**src/rtl/idf_pkg.sv**
```systemverilog
package idf_pkg;
  localparam int NUM_CH     = 3;
  localparam int CH_RD      = 0;
  localparam int CH_WR      = 1;
  localparam int CH_BEAT    = 2;
  localparam int EN_RD_POS  = 31;
  localparam int EN_WR_POS  = 30;
  localparam int EN_BEAT_POS = 29;
  localparam logic [3:0] CTL_OFS = 4'h0;
  localparam logic [3:0] REF_OFS = 4'h4;

  // Masked equality on 32-bit widened operands
  function automatic logic id_hit(input logic [31:0] id,
                                  input logic [31:0] ref_id,
                                  input logic [31:0] mask);
    return (id & mask) == (ref_id & mask);
  endfunction
endpackage

```
**src/rtl/idf_regs.sv**
```systemverilog
module idf_regs
  import idf_pkg::*;
#(
  parameter int ID_W   = 18,
  parameter int ADDR_W = 4
) (
  input  logic                clk,
  input  logic                rst_n,
  input  logic                we,
  input  logic [ADDR_W-1:0]   addr,
  input  logic [31:0]         wdata,
  output logic [31:0]         rdata,
  output logic [NUM_CH-1:0]   en_o,
  output logic [ID_W-1:0]     mask_o,
  output logic [ID_W-1:0]     ref_o
);
  localparam int PADW = 32 - ID_W;

  logic [NUM_CH-1:0] en_q;
  logic [ID_W-1:0]   mask_q;
  logic [ID_W-1:0]   ref_q;

  wire sel_ctl = (addr == CTL_OFS[ADDR_W-1:0]);
  wire sel_ref = (addr == REF_OFS[ADDR_W-1:0]);

  always_ff @(posedge clk) begin
    if (!rst_n) begin
      en_q   <= '0;
      mask_q <= '0;
      ref_q  <= '0;
    end else if (we) begin
      if (sel_ctl) begin
        en_q[CH_RD]   <= wdata[EN_RD_POS];
        en_q[CH_WR]   <= wdata[EN_WR_POS];
        en_q[CH_BEAT] <= wdata[EN_BEAT_POS];
        mask_q        <= wdata[ID_W-1:0];
      end
      if (sel_ref) begin
        ref_q <= wdata[ID_W-1:0];
      end
    end
  end

  always_comb begin
    rdata = '0;
    if (sel_ctl) begin
      rdata[ID_W-1:0]    = mask_q;
      rdata[EN_RD_POS]   = en_q[CH_RD];
      rdata[EN_WR_POS]   = en_q[CH_WR];
      rdata[EN_BEAT_POS] = en_q[CH_BEAT];
    end else if (sel_ref) begin
      rdata = {{PADW{1'b0}}, ref_q};
    end
  end

  assign en_o   = en_q;
  assign mask_o = mask_q;
  assign ref_o  = ref_q;
endmodule

```
**src/rtl/idf_filter.sv**
```systemverilog
module idf_filter
  import idf_pkg::*;
#(
  parameter int ID_W = 18
) (
  input  logic            clk,
  input  logic            rst_n,
  input  logic            en,
  input  logic [ID_W-1:0] mask,
  input  logic [ID_W-1:0] ref_id,
  input  logic            valid,
  input  logic            ready,
  input  logic [ID_W-1:0] id,
  output logic            hit,
  output logic            pulse
);
  localparam int PADW = 32 - ID_W;

  logic [31:0] id_w, ref_w, mask_w;
  assign id_w   = {{PADW{1'b0}}, id};
  assign ref_w  = {{PADW{1'b0}}, ref_id};
  assign mask_w = {{PADW{1'b0}}, mask};

  assign hit = valid && ready && en && id_hit(id_w, ref_w, mask_w);

  always_ff @(posedge clk) begin
    if (!rst_n) pulse <= 1'b0;
    else        pulse <= hit;
  end
endmodule

```
**src/rtl/idf_event_gen.sv**
```systemverilog
module idf_event_gen
  import idf_pkg::*;
#(
  parameter int ID_W   = 18,
  parameter int ADDR_W = 4
) (
  input  logic              clk,
  input  logic              rst_n,
  input  logic              cfg_we,
  input  logic [ADDR_W-1:0] cfg_addr,
  input  logic [31:0]       cfg_wdata,
  output logic [31:0]       cfg_rdata,
  input  logic              ar_valid,
  input  logic              ar_ready,
  input  logic [ID_W-1:0]   ar_id,
  input  logic              aw_valid,
  input  logic              aw_ready,
  input  logic [ID_W-1:0]   aw_id,
  input  logic              r_valid,
  input  logic              r_ready,
  input  logic [ID_W-1:0]   r_id,
  output logic              evt_rd_txn,
  output logic              evt_wr_txn,
  output logic              evt_rd_beat
);
  logic [NUM_CH-1:0] cfg_en;
  logic [ID_W-1:0]   cfg_mask;
  logic [ID_W-1:0]   cfg_ref;

  logic [NUM_CH-1:0] ch_valid, ch_ready, ch_hit, ch_pulse;
  logic [ID_W-1:0]   ch_id [NUM_CH];

  // Named internal events for the checker
  logic en_rd, en_wr, en_beat;
  assign en_rd   = cfg_en[CH_RD];
  assign en_wr   = cfg_en[CH_WR];
  assign en_beat = cfg_en[CH_BEAT];

  idf_regs #(.ID_W(ID_W), .ADDR_W(ADDR_W)) u_regs (
    .clk    (clk),
    .rst_n  (rst_n),
    .we     (cfg_we),
    .addr   (cfg_addr),
    .wdata  (cfg_wdata),
    .rdata  (cfg_rdata),
    .en_o   (cfg_en),
    .mask_o (cfg_mask),
    .ref_o  (cfg_ref)
  );

  assign ch_valid[CH_RD]   = ar_valid;
  assign ch_ready[CH_RD]   = ar_ready;
  assign ch_id[CH_RD]      = ar_id;
  assign ch_valid[CH_WR]   = aw_valid;
  assign ch_ready[CH_WR]   = aw_ready;
  assign ch_id[CH_WR]      = aw_id;
  assign ch_valid[CH_BEAT] = r_valid;
  assign ch_ready[CH_BEAT] = r_ready;
  assign ch_id[CH_BEAT]    = r_id;

  for (genvar g = 0; g < NUM_CH; g++) begin : g_flt
    idf_filter #(.ID_W(ID_W)) u_flt (
      .clk    (clk),
      .rst_n  (rst_n),
      .en     (cfg_en[g]),
      .mask   (cfg_mask),
      .ref_id (cfg_ref),
      .valid  (ch_valid[g]),
      .ready  (ch_ready[g]),
      .id     (ch_id[g]),
      .hit    (ch_hit[g]),
      .pulse  (ch_pulse[g])
    );
  end

  assign evt_rd_txn  = ch_pulse[CH_RD];
  assign evt_wr_txn  = ch_pulse[CH_WR];
  assign evt_rd_beat = ch_pulse[CH_BEAT];
endmodule

```
**config.mk**
```make
export PLATFORM = sky130hd
export DESIGN_NAME = idf_event_gen
export DESIGN_NICKNAME = d
export VERILOG_FILES = /design/src/rtl/idf_pkg.sv /design/src/rtl/idf_regs.sv /design/src/rtl/idf_filter.sv /design/src/rtl/idf_event_gen.sv
export SDC_FILE = /design/constraint.sdc
export NUM_CORES = 1
export LEC_CHECK = 0
export BUFFER_PORTS_ARGS = -buffer_cell sky130_fd_sc_hd__buf_2
export CAP_MARGIN = 20
export CORE_UTILIZATION = 43
export CTS_BUF_LIST = sky130_fd_sc_hd__clkbuf_4
export DETAILED_ROUTE_END_ITERATION = 8
export PLACE_DENSITY = 0.77
export REMOVE_ABC_BUFFERS = 1
export SETUP_SLACK_MARGIN = 0.15
export SLEW_MARGIN = 20
export SYNTH_ARGS = -nofsm -noshare
export SYNTH_HDL_FRONTEND = slang
export SYNTH_HIERARCHICAL = 1
export SYNTH_SLANG_ARGS = --single-unit
```
**constraint.sdc**
```tcl
create_clock -name clk -period 1.15 [get_ports clk]
set_clock_uncertainty 0.05 [all_clocks]
set_input_delay 0.115 -clock clk [delete_from_list [all_inputs] [get_ports clk]]
set_output_delay 0.115 -clock clk [all_outputs]
set_load 0.005 [all_outputs]
```
==> metrics <==
status finished, violations left; failing checks negative setup slack; vias per cell 5.06; via count 2,667; First-pass DRT Iterations 4; Fin. Hold Viols 0; unrepaired setup endpoints after global routing true; Setup crit end kind register; CP max FO 4; Crit path required time 1420 ps; share of total power in sequential cells 0.532; Iteration-0 DRC Markers 123; Clock Latency Late Sink 360 ps; final wirelength 7970 um; Synth-to-Final Area Change 50.4%; # rows 28; setup TNS -4000 ps; remaining global-route overflow 0; gpl congestion 0.815; YS warnings 6; combinational power share 0.199; CTS Buffer Depth 2; count of pins over their slew limit 0; Top Ports 134; core area 5960 sq um; die area 6500 sq um; fillcell total 513; Psw 0.763 mW; CTS tree yes; Critical Setup Path Class reg -> reg; Tcrit/Tclk final 1.20; total track usage 0.245; critical path depth 4; achievable frequency 0.724 GHz; Power per Cell Area 690 nW/um^2; Setup crit start kind register; most frequent cells in the layout 104 x buf_2, 61 x nand2_1, 54 x xor2_1; commonest non-fill, non-tap cell in the layout buf_2; drt drc 0; clock power share 0.269; initial antenna violation count 0; first-pass GRT wire length 11,900 um; clock root cell clkbuf_4; critical path's largest stage delay 370 ps; Max IR drop VDD 0.486 mV; mean area per synthesized cell 9.32 sq um; R2R cell count 4; Mapped Area 2660 sq um; TritonCTS Buffers 5; Clock transition at path regs 130 ps; Post-Synthesis Cells 285; worst path bufs/invs 0; Hold Path Class in -> reg; port bufs 111; vias in the first global route 2,611; final layout net count 550; sw frac 0.277; H-Tree Depth 2; WP data arrival 1650 ps; Power, Total 2.76 mW; antenna-violating nets left 0; layout cells sized above 1 0.427; Routed wire per std cell 15.1 um; die width 80.6 um; hold path depth 3; initial core utilization 0.446; minimum clock period 1380 ps; DIE HEIGHT 80.6 um; WHS 158 ps; Int Power 2.00 mW; crit path cell chain xor2_1 -> a222oi_1 -> and4_1 -> and3_1; max cap viols 0; largest net degree at the start of global routing 64; clk sinks 42; critical path's slowest cell dfxtp_2; cell family with most CP delay simple AND/OR/NAND/NOR gates; dpl hpwl 5420 um; post-route worst setup slack -230 ps; ANT cells 0; final setup vio count 24; leakage power 2.17 nW
final cells by class:
type,count,area [sq um],area share
sequential,42,902,0.226
clock buffer,6,45.0,0.0113
tap,75,93.8,0.0235
clock inverter,2,8.76,0.00219
multi-input combinational,228,1720,0.430
timing repair buffer,174,1230,0.308
power groups by stage:
stage / Clock (mW) / Sequential, mW / Combinational, mW
2_1_floorplan: 0 / 1.53 / 0.173
3_3_place_gp: 0 / 1.53 / 0.449
3_5_place_dp: 0 / 1.53 / 0.456
4_1_cts: 0.750 / 1.48 / 0.537
5_1_grt: 0.825 / 1.47 / 0.592
6_report: 0.743 / 1.47 / 0.549
state kept, by name, indices dropped and copies added, names as in the netlist:
name / count
u_regs/mask_o: 18
u_regs/ref_o: 18
g_flt.u_flt/pulse: 3
u_regs/en_o: 3
metal layers:
layer,global-route usage,share of wire
met5,0,0
met1,0.285,0.43
met2,0.440,0.50
met4,0.0732,0.015
met3,0.0568,0.054
worst min-delay path, delay by kind of cell:
| family | cells | cell delay [ps] |
|---|---|---|
| and+or+nand+nor | 1 | 190 |
| buffers and inverters | 1 | 140 |
| muxes | 1 | 100 |
timing repair:
item | in CTS | in global routing
buffers inserted | 10 | 4
setup endpoints to repair | 24 | 26
hold buffers | 21 | 0
endpoints found under the hold margin | 38 | 0
pin swaps | 4 | 9
cloned | 1 | 0
gates resized for setup | 51 | 16
metrics by stage:
stage	std cells	setup slack [ps]	area [sq um]	utilization
floorplan	270	-832	2540	-
global placement	483	-204	3440	0.578
detailed placement	483	-238	3440	0.578
CTS	523	-222	3910	0.657
global route	527	-322	4000	0.671
finish	527	-230	4000	0.671
path summary, 6_finish.rpt:
| path | startpoint | end | slack (ps) |
|---|---|---|---|
| worst max-delay path | u_regs/ref_o[14] | g_flt[1].u_flt/pulse | -230 |
| worst min-delay path | cfg_we | u_regs/ref_o[7] | 160 |
| worst max register to register | u_regs/ref_o[14] | g_flt[1].u_flt/pulse | -230 |
| worst min register to register | u_regs/en_o[2] | u_regs/en_o[2] | 440 |
No activity file was read; power rests on OpenSTA's default activity.
